==> src/rtl/adc_fe_pkg.sv <==
package adc_fe_pkg;
  typedef enum logic [1:0] {ST_HUNT, ST_CTRL, ST_CONV, ST_PARK} seq_st_e;

  typedef struct packed {
    logic       start;
    logic [2:0] sel;
    logic       unipolar;
    logic       single;
    logic [1:0] mode;
  } ctrl_t;

  localparam int CTRL_W = $bits(ctrl_t);
  localparam int CH_W = 3;
  localparam logic [1:0] MODE_EXT_CLK = 2'b11;
endpackage

==> src/rtl/adc_fe_sync.sv <==
module adc_fe_sync #(
  parameter int         STAGES  = 2,
  parameter int         N       = 3,
  parameter logic [N-1:0] RST_VAL = '0
) (
  input  logic         clk_i,
  input  logic         rst_ni,
  input  logic [N-1:0] in_i,
  output logic [N-1:0] lvl_o
);
  for (genvar b = 0; b < N; b++) begin : g_bit
    logic [STAGES-1:0] pipe_q;
    always_ff @(posedge clk_i or negedge rst_ni) begin
      if (!rst_ni) pipe_q <= {STAGES{RST_VAL[b]}};
      else         pipe_q <= {pipe_q[STAGES-2:0], in_i[b]};
    end
    assign lvl_o[b] = pipe_q[STAGES-1];
  end
endmodule

==> src/rtl/adc_fe_seq.sv <==
module adc_fe_seq
  import adc_fe_pkg::*;
#(
  parameter int DATA_W    = 12,
  parameter int TRACK_BIT = 5
) (
  input  logic  clk_i,
  input  logic  rst_ni,
  input  logic  cs_hi_i,
  input  logic  sclk_i,
  input  logic  din_i,
  output ctrl_t ctrl_o,
  output logic  track_o,
  output logic  busy_o,
  output logic  strb_o,
  output logic  load_o,
  output logic  shift_o,
  output logic  clr_o,
  output logic  fall_o
);
  localparam int LAST  = CTRL_W + DATA_W;
  localparam int CNT_W = $clog2(LAST + 1);
  localparam logic [CNT_W-1:0] CNT_ONE = CNT_W'(1);
  localparam logic [CNT_W-1:0] CNT_TRK = CNT_W'(TRACK_BIT);
  localparam logic [CNT_W-1:0] CNT_PRE = CNT_W'(CTRL_W - 1);
  localparam logic [CNT_W-1:0] CNT_CW  = CNT_W'(CTRL_W);
  localparam logic [CNT_W-1:0] CNT_END = CNT_W'(LAST);

  seq_st_e           st_q;
  logic [CNT_W-1:0]  cnt_q;
  logic [CTRL_W-2:0] shreg_q;
  ctrl_t             ctrl_q;
  logic              sclk_q, track_q, busy_q, strb_q;
  logic              rise, fall, ext;

  assign rise = sclk_i & ~sclk_q & ~cs_hi_i;
  assign fall = ~sclk_i & sclk_q & ~cs_hi_i;
  assign ext  = (ctrl_q.mode == MODE_EXT_CLK);

  always_comb begin
    load_o  = (st_q == ST_CTRL) && fall && (cnt_q == CNT_CW) && ext;
    shift_o = (st_q == ST_CONV) && fall && (cnt_q < CNT_END);
    clr_o   = cs_hi_i || ((st_q == ST_CONV) && fall && (cnt_q == CNT_END));
  end

  always_ff @(posedge clk_i or negedge rst_ni) begin
    if (!rst_ni) sclk_q <= 1'b0;
    else         sclk_q <= sclk_i;
  end

  always_ff @(posedge clk_i or negedge rst_ni) begin
    if (!rst_ni) begin
      st_q    <= ST_HUNT;
      cnt_q   <= '0;
      shreg_q <= '0;
      ctrl_q  <= '0;
      track_q <= 1'b0;
      busy_q  <= 1'b0;
      strb_q  <= 1'b0;
    end else if (cs_hi_i) begin
      st_q    <= ST_HUNT;
      cnt_q   <= '0;
      track_q <= 1'b0;
      busy_q  <= 1'b0;
      strb_q  <= 1'b0;
    end else begin
      case (st_q)
        ST_HUNT: begin
          if (rise && din_i) begin
            st_q    <= ST_CTRL;
            cnt_q   <= CNT_ONE;
            shreg_q <= {{(CTRL_W-2){1'b0}}, 1'b1};
          end
        end
        ST_CTRL: begin
          if (rise) begin
            cnt_q   <= cnt_q + CNT_ONE;
            shreg_q <= {shreg_q[CTRL_W-3:0], din_i};
            if (cnt_q == CNT_PRE) ctrl_q <= ctrl_t'({shreg_q, din_i});
          end
          if (fall) begin
            if (cnt_q == CNT_TRK) track_q <= 1'b1;
            if (cnt_q == CNT_CW) begin
              track_q <= 1'b0;
              if (ext) begin
                st_q   <= ST_CONV;
                busy_q <= 1'b1;
                strb_q <= 1'b1;
              end else begin
                st_q <= ST_PARK;
              end
            end
          end
        end
        ST_CONV: begin
          if (fall) begin
            cnt_q <= cnt_q + CNT_ONE;
            if (cnt_q == CNT_CW) strb_q <= 1'b0;
            if (cnt_q == CNT_END) begin
              busy_q <= 1'b0;
              st_q   <= ST_HUNT;
              cnt_q  <= '0;
            end
          end
        end
        default: ;
      endcase
    end
  end

  assign ctrl_o  = ctrl_q;
  assign track_o = track_q;
  assign busy_o  = busy_q;
  assign strb_o  = strb_q;
  assign fall_o  = fall;

  // strobe only inside the conversion phase
  a_r5_strb_in_busy: assert property (@(posedge clk_i) disable iff (!rst_ni)
    strb_q |-> busy_q);
  // track window and conversion phase never overlap
  a_r4_track_busy_excl: assert property (@(posedge clk_i) disable iff (!rst_ni)
    !(track_q && busy_q));
  // chip select high returns to idle
  a_r10_abort_idle: assert property (@(posedge clk_i) disable iff (!rst_ni)
    cs_hi_i |=> (st_q == ST_HUNT) && !track_q && !busy_q && !strb_q);
  // control register moves only after a rising serial edge
  a_r2_ctrl_on_rise: assert property (@(posedge clk_i) disable iff (!rst_ni)
    !$stable(ctrl_q) |-> $past(rise));
  // parked transfer stays quiet
  a_r9_park_quiet: assert property (@(posedge clk_i) disable iff (!rst_ni)
    (st_q == ST_PARK) |-> !busy_q && !strb_q);
endmodule

==> src/rtl/adc_fe_out.sv <==
module adc_fe_out #(
  parameter int DATA_W = 12
) (
  input  logic              clk_i,
  input  logic              rst_ni,
  input  logic              load_i,
  input  logic              bipolar_i,
  input  logic [DATA_W-1:0] sample_i,
  input  logic              shift_i,
  input  logic              clr_i,
  output logic              dout_o
);
  localparam logic [DATA_W-1:0] SIGN_FLIP = {1'b1, {(DATA_W-1){1'b0}}};

  logic [DATA_W-1:0] sr_q;
  logic              dout_q;

  always_ff @(posedge clk_i or negedge rst_ni) begin
    if (!rst_ni) begin
      sr_q   <= '0;
      dout_q <= 1'b0;
    end else if (clr_i) begin
      sr_q   <= '0;
      dout_q <= 1'b0;
    end else if (load_i) begin
      sr_q <= bipolar_i ? (sample_i ^ SIGN_FLIP) : sample_i;
    end else if (shift_i) begin
      dout_q <= sr_q[DATA_W-1];
      sr_q   <= {sr_q[DATA_W-2:0], 1'b0};
    end
  end

  assign dout_o = dout_q;

  // shift register holds between load and shift events
  a_r7_sr_hold: assert property (@(posedge clk_i) disable iff (!rst_ni)
    !load_i && !shift_i && !clr_i |=> $stable(sr_q));
endmodule

==> src/rtl/adc_fe_decode.sv <==
module adc_fe_decode
  import adc_fe_pkg::*;
(
  input  logic [2:0]      sel_i,
  input  logic            unipolar_i,
  input  logic            single_i,
  output logic [CH_W-1:0] ch_pos_o,
  output logic [CH_W-1:0] ch_neg_o,
  output logic            neg_com_o,
  output logic            bipolar_o
);
  always_comb begin
    ch_pos_o  = {sel_i[1:0], sel_i[2]};
    neg_com_o = single_i;
    ch_neg_o  = single_i ? '0 : (ch_pos_o ^ CH_W'(1));
    bipolar_o = ~unipolar_i;
  end
endmodule

==> src/rtl/adc_serial_fe.sv <==
module adc_serial_fe
  import adc_fe_pkg::*;
#(
  parameter int DATA_W      = 12,
  parameter int SYNC_STAGES = 2,
  parameter int TRACK_BIT   = 5
) (
  input  logic              clk_i,
  input  logic              rst_ni,
  input  logic              cs_ni,
  input  logic              sclk_i,
  input  logic              din_i,
  input  logic [DATA_W-1:0] sample_i,
  output logic              dout_o,
  output logic              strb_o,
  output logic              track_o,
  output logic              busy_o,
  output logic [CTRL_W-1:0] ctrl_o,
  output logic [CH_W-1:0]   ch_pos_o,
  output logic [CH_W-1:0]   ch_neg_o,
  output logic              neg_com_o,
  output logic              bipolar_o
);
  logic [2:0] pin_lvl;
  logic       cs_hi, sclk_s, din_s;
  logic       load, shift, clr, sclk_fall;
  ctrl_t      ctrl;

  adc_fe_sync #(.STAGES(SYNC_STAGES), .N(3), .RST_VAL(3'b001)) u_sync (
    .clk_i (clk_i),
    .rst_ni(rst_ni),
    .in_i  ({din_i, sclk_i, cs_ni}),
    .lvl_o (pin_lvl)
  );
  assign cs_hi  = pin_lvl[0];
  assign sclk_s = pin_lvl[1];
  assign din_s  = pin_lvl[2];

  adc_fe_seq #(.DATA_W(DATA_W), .TRACK_BIT(TRACK_BIT)) u_seq (
    .clk_i  (clk_i),
    .rst_ni (rst_ni),
    .cs_hi_i(cs_hi),
    .sclk_i (sclk_s),
    .din_i  (din_s),
    .ctrl_o (ctrl),
    .track_o(track_o),
    .busy_o (busy_o),
    .strb_o (strb_o),
    .load_o (load),
    .shift_o(shift),
    .clr_o  (clr),
    .fall_o (sclk_fall)
  );

  adc_fe_decode u_dec (
    .sel_i     (ctrl.sel),
    .unipolar_i(ctrl.unipolar),
    .single_i  (ctrl.single),
    .ch_pos_o  (ch_pos_o),
    .ch_neg_o  (ch_neg_o),
    .neg_com_o (neg_com_o),
    .bipolar_o (bipolar_o)
  );

  adc_fe_out #(.DATA_W(DATA_W)) u_out (
    .clk_i    (clk_i),
    .rst_ni   (rst_ni),
    .load_i   (load),
    .bipolar_i(bipolar_o),
    .sample_i (sample_i),
    .shift_i  (shift),
    .clr_i    (clr),
    .dout_o   (dout_o)
  );

  assign ctrl_o = ctrl;

  // data out moves only after a falling serial edge or an abort
  a_r6_dout_on_fall: assert property (@(posedge clk_i) disable iff (!rst_ni)
    !$stable(dout_o) |-> $past(sclk_fall || cs_hi));
  // strobe moves only after a falling serial edge or an abort
  a_r5_strb_on_fall: assert property (@(posedge clk_i) disable iff (!rst_ni)
    !$stable(strb_o) |-> $past(sclk_fall || cs_hi));
endmodule

==> config.mk <==
export PLATFORM = sky130hd
export DESIGN_NAME = adc_serial_fe
export DESIGN_NICKNAME = d
export VERILOG_FILES = /design/src/rtl/adc_fe_pkg.sv /design/src/rtl/adc_fe_sync.sv /design/src/rtl/adc_fe_seq.sv /design/src/rtl/adc_fe_out.sv /design/src/rtl/adc_fe_decode.sv /design/src/rtl/adc_serial_fe.sv
export SDC_FILE = /design/constraint.sdc
export NUM_CORES = 1
export LEC_CHECK = 0
export BUFFER_PORTS_ARGS = -buffer_cell sky130_fd_sc_hd__buf_2
export CORE_UTILIZATION = 58
export CTS_CLUSTER_DIAMETER = 80
export DETAILED_ROUTE_END_ITERATION = 6
export PLACE_DENSITY = 0.81
export SYNTH_ARGS = -nofsm -noshare
export SYNTH_HDL_FRONTEND = slang
export SYNTH_SLANG_ARGS = --single-unit
export TNS_END_PERCENT = 1
==> constraint.sdc <==
create_clock -name clk_i -period 3.82 [get_ports clk_i]
set_input_delay 0.955 -clock clk_i [delete_from_list [all_inputs] [get_ports clk_i]]
set_output_delay 0.955 -clock clk_i [all_outputs]
set_load 0.01 [all_outputs]
* Word-level counts from Yosys, hierarchy flattened
Index checks and enable logic that the tools add are counted.
** Word-level totals
- Bits in registers :: 45
- Latch bits :: 0
- Bits in writable memories :: 0
- Memory bits (read-only) :: 0
- Output and inout bits :: 20
- Logic and storage cells :: 113
- Memories :: 0
** Cells by class
- $add $sub $neg :: 1
- Multiply operators :: 0
- Divide/modulo/power cells :: 0
- Magnitude comparators :: 1
- Equality and inequality tests :: 18
- Shift operators :: 0
- Multiplexer cells :: 41
- Bitwise operators :: 10
- Reduce and logical (&&, ||, !) cells :: 25
** Operator list (count)
- 12-bit two-way mux :: 4
- 5-bit two-way mux :: 5
- 1-bit two-way mux :: 18
- 3-bit by 2-bit inequality test with 1-bit output, second input constant :: 6
- 6-bit AND reduction :: 3
- 5-bit case mux with 3 select lines :: 1
- 7-bit two-way mux :: 2
- 7-bit case mux with 2 select lines :: 1
- 2-bit two-way mux :: 6
- 4-bit AND reduction :: 3
- 5-bit by 3-bit == test with 1-bit output, second input constant :: 2
- 3-bit nonzero test :: 3
- 2-bit nonzero test :: 4
- 1-bit logical AND :: 7
- 2-bit by 1-bit inequality test with 1-bit output, second input constant :: 3
- 3-bit inequality test, second input constant :: 2
- 1-bit NOT :: 6
- 2-bit case mux with 3 select lines :: 1
- 5-bit by 1-bit adder with 5-bit output, second input constant :: 1
- 5-bit by 4-bit == test with 1-bit output, second input constant :: 1
- 5-bit == test, second input constant :: 1
- 5-bit less-than comparator, second input constant :: 1
- 1-bit bitwise AND :: 4
- 2-bit == test, second input constant :: 2
- 8 further kinds :: 9

* Longest topological paths before layout
- Word-level depth :: 8
- Mapped depth :: 8
- Mapped depth without buffers :: 6

* By module
From an unflattened synthesis, not the netlist that was laid out.
** Second synthesis, totals
- Cell total of the unflattened synthesis :: 216
- Area, all modules :: 2363.5 µm²
** By module, submodules not included
- adc_fe_seq :: instances 1, cells an instance 142, area an instance 1435.1 µm²
- adc_fe_out :: instances 1, cells an instance 57, area an instance 703.2 µm²
- adc_fe_sync :: instances 1, cells an instance 9, area an instance 175.2 µm²
- adc_fe_decode :: instances 1, cells an instance 8, area an instance 50.0 µm²

* Least setup slack after synthesis
No wires, ideal clock.
- Path kind :: register to register
- From :: register u_seq.st_q[0]
- To :: register u_seq.cnt_q[0]
- Setup time :: 0.125 ns
- Arrival time :: 1.710 ns
- Path slack :: 1.985 ns
- Cell stages (with the launch flop) :: 8
- Buffers on the path :: 1
- Period minus slack after synthesis :: 1.835 ns
- Cell sequence :: dfrtp_1 inv_1 ha_1 and4b_1 or3_1 buf_2 o21a_4 mux2_4
** Between the ends
- Longest elaborated chain between the ends :: 3
- Elaborated cells between the ends (all ways) :: 10
** RTL lines
- from (decl) :: line adc_fe_seq.sv:29 : seq_st_e st_q;
- from (signal assigned) :: line adc_fe_seq.sv:53 : st_q <= ST_HUNT;
- from (signal assigned) :: line adc_fe_seq.sv:61 : st_q <= ST_HUNT;
- from (signal assigned) :: line adc_fe_seq.sv:70 : st_q <= ST_CTRL;
- 2-bit by 1-bit == test with 1-bit output (tied with other cells) :: line adc_fe_seq.sv:67 : case (st_q)
- 3-bit by 2-bit inequality test with 1-bit output (no line) (tied with other cells)
- 4-bit AND reduction (no line) / 5-bit two-way mux (equally long branches)
- to (signal assigned) :: line adc_fe_seq.sv:77 : cnt_q <= cnt_q + CNT_ONE;
- to (signal assigned) :: line adc_fe_seq.sv:97 : cnt_q <= cnt_q + CNT_ONE;
- to (decl) :: line adc_fe_seq.sv:30 : logic [CNT_W-1:0] cnt_q;
Several ways; a longest one is shown, not always the timed one.
A chain may end at the register's enable or synchronous reset.

* Worst setup path in the final report
- From :: register u_seq.st_q[1]
- To :: register u_seq.shreg_q[5]
** Between the ends
- Longest elaborated chain between the ends :: 3
- Elaborated cells between the ends (all ways) :: 7
** RTL lines
- 2-bit by 1-bit == test with 1-bit output / 2-bit zero test (equally long branches) :: line adc_fe_seq.sv:67
- 2-bit by 1-bit inequality test with 1-bit output (no line) / 2-bit nonzero test (equally long branches)
- 4-bit AND reduction (no line)
- to (signal assigned) :: line adc_fe_seq.sv:72 : shreg_q <= {{(CTRL_W-2){1'b0}}, 1'b1};
- to (signal assigned) :: line adc_fe_seq.sv:78 : shreg_q <= {shreg_q[CTRL_W-3:0], din_i};
- to (decl) :: line adc_fe_seq.sv:31 : logic [CTRL_W-2:0] shreg_q;
Several ways; a longest one is shown, not always the timed one.

==> results_dict.tcl <==
set metrics [dict create \
    worstSetupStartpointType "flip-flop" \
    synth_area_leaders "dfrtp_1 46%, a221o_1 4.3%, o21ai_0 3.9%" \
    synth_area_per_cell_sq_um 10.45 \
    place.gp.congestion 0.7851 \
    cts_max_path_buffers 2 \
    hold_buffers 0 \
    clkTransAtPathRegs_ns 0.09 \
    cts_made_buffers 5 \
    crit_path_max_fanout 22 \
    p_switching_uw 375.3 \
    tightest_slew_ns 0.9540 \
    cts_sinks 45 \
    drtIter0Drc 160 \
    synth_top_cell_area_share_pct 46.39 \
    nNetsFinal 271 \
    path_cells "inv_1, ha_1, mux2i_1, nor3_1, nand3_1, o21ai_0" \
    area_growth_pct 10.09 \
    dpl.cell_count 289 \
    yosys.area.top_type "dfrtp_1" \
    seqPwrFrac_pct 46.4 \
    synth.distinct_cells 51 \
    die_h_um 65.24 \
    cts_root_buf "clkbuf_8" \
    numPortBuffers 36 \
    cp_slowest_cell "nor3_1" \
    grt_overflow 0 \
    die_area_sq_mm 0.004256 \
    drc_errors 0 \
    hpwl_um 2978 \
    synth_common_cells "43 x dfrtp_1, 18 x o21ai_0, 15 x inv_1" \
    wl_per_cell_um 14.34 \
    synth_edf_count 0 \
    fillers 303 \
    core.rowCount 22 \
    status "completed" \
    p_per_area_mw_per_mm2 444.1 \
    min_path_type "reg -> reg" \
    multiInputGateArea_sq_mm 0.001033 \
    synthFlopType "dfrtp_1" \
    drive_gt1_share_pct 23.69 \
    p_leak_nw 1.222 \
    cts_max_level 2 \
    cts_tree "built" \
    post-route-period-util_pct 61.57 \
    fmax_mhz 425.2 \
    grt_max_degree 46 \
    fin_cells 297 \
    fin_ws_ns 1.468 \
    ys_ff_latch 45 \
    yosysMostFrequentCell "dfrtp_1" \
    path_delay_family "simple AND/OR/NAND/NOR gates" \
    dr.pass1.iters 4 \
    holdCritStartpoint "u_sync.g_bit[0].pipe_q[0]$_DFF_PN1_" \
    vias_per_cell 5.774 \
    drv_cap 0 \
    start_util_pct 61.97 \
    regToRegSetupSlack_ns 1.47 \
    power.share.combinational_pct 26.1 \
    power_frac_clock_pct 27.6 \
    area.sequential_sq_mm 0.001129 \
    synth_area_sq_mm 0.002320 \
    pre_cts_slack_ns 1.479 \
    cts.repair_timing.setup_buffer_count 0 \
    fin_skew_ns 0.009920 \
    num_antenna_cells 0 \
    hold_viol 0 \
    path_buf_inv 1 \
    core_area_sq_mm 0.003744 \
    crit_arrival_ns 2.58 \
    tns_ns 0 \
    async_flop_share_pct 100.0 \
    track_usage_pct 22.81 \
    setup_violations 0 \
    clk-insertion-delay-late_ns 0.30 \
    cts_resized 0 \
    yosysWarnings 0 \
    synth-seq-area-share_pct 48.65 \
    crit_path_start "u_seq.st_q[1]$_DFFE_PN0P_" \
    rsz0062_at_grt "false" \
    end_kind "flip-flop" \
    irDropWorstVdd_mv 0.3359 \
    die_x_um 65.24 \
    ant_nets 0 \
    internal-power_uw 759.0 \
    routed_wl_um 4258 \
    synth_cells 222 \
    power.share.switching_pct 33.09 \
    grt_pass1_vias 1601 \
    antenna_found_initial 0 \
    required_ns 4.04 \
    maxSlewViolCount 0 \
    path_class "reg -> reg" \
    syn_nets 245 \
    max-slew-margin-rel_pct 36.40 \
    finalCriticalPeriod_ns 2.352 \
    via_count 1715 \
    reg2reg_from "u_seq.st_q[1]$_DFFE_PN0P_" \
    grt_first_pass_wirelength_um 7279 \
    slowest_delay_ns 0.74 \
    pin_count 37 \
]
[power by group through the flow]
stage	Combinational [mW]	Clock (mW)	Sequential (mW)
detailed placement	0.293	0	0.535
global route	0.332	0.335	0.530
floorplan	0.241	0	0.525
global placement	0.292	0	0.533
finish	0.296	0.313	0.526
CTS	0.296	0.320	0.526
[per-layer routing]
metal / GRT usage, % / vias to the layer above / routed length [um]
li1: - / 862 / -
met1: 32.57 / 821 / 2164
met2: 33.63 / 28 / 1905
met5: 0 / - / 0
met3: 5.208 / 4 / 125
met4: 8.967 / 0 / 62
[logic make-up after synthesis]
| group | after synthesis | share of synthesized area, % |
|---|---|---|
| AND/OR/NAND/NOR | 78 | 20.82 |
| AO/OA/AOI/OAI | 55 | 17.69 |
| flip-flops | 45 | 48.65 |
| buffers and inverters | 32 | 6.796 |
| adder cells (fa/ha/maj) | 6 | 3.236 |
| multiplexers | 5 | 2.427 |
| XOR/XNOR | 1 | 0.3776 |
[placed cells by master (no fill, tap or decap), types with 6 or more instances in the layout]
cell / count
o21ai_0: 18
nand3_1: 14
and3_1: 10
a221o_1: 10
inv_1: 15
buf_2: 36
nand2_1: 12
dfrtp_1: 43
nor2b_1: 9
ha_1: 6
[sequential cells by signal (all words and copies together), names as in the netlist]
signal / flops
u_out.dout_o: 1
u_out.sr_q: 12
u_seq.busy_o: 1
u_seq.cnt_q: 5
u_seq.ctrl_o: 8
u_seq.sclk_q: 1
u_seq.shreg_q: 7
u_seq.st_q: 2
u_seq.strb_o: 1
u_seq.track_o: 1
u_sync.g_bit.pipe_q: 6
[stage by stage]
stage | hold slack, ns | cell area (sq um) | util [%] | power (mW)
4_1_cts | 0.3613 | 2554 | 68.22 | 1.141
3_5_place_dp | 0.3418 | 2459 | 65.68 | 0.8283
6_report | 0.3601 | 2554 | 68.22 | 1.134
5_1_grt | 0.3679 | 2554 | 68.22 | 1.197
3_3_place_gp | 0.3350 | 2459 | 65.68 | 0.8250
2_1_floorplan | 0.3312 | 2320 | - | 0.7665
[cell type report]
class                           instances  share of cell area, %
Inverter                               15                  2.205
Sequential cell                        45                  44.19
Clock buffer                            5                  2.695
Multi-Input combinational cell        145                  40.47
Tap cell                               48                  2.352
Clock inverter                          3                  1.029
Timing Repair Buffer                   36                  7.055
[final timing paths]
| check | endpoint | cells after the start |
|---|---|---|
| max in group asynchronous | u_out.sr_q[4]$_DFFE_PN0P_ | 1 |
| worst max-delay path | u_seq.shreg_q[5]$_DFFE_PN0P_ | 6 |
| worst min register to register | u_sync.g_bit[0].pipe_q[1]$_DFF_PN1_ | 0 |
| worst max register to register | u_seq.shreg_q[5]$_DFFE_PN0P_ | 6 |
| min in group asynchronous | u_seq.cnt_q[0]$_DFFE_PN0P_ | 1 |
| worst min-delay path | u_sync.g_bit[0].pipe_q[1]$_DFF_PN1_ | 0 |
Power figures use the tool's default switching activity.
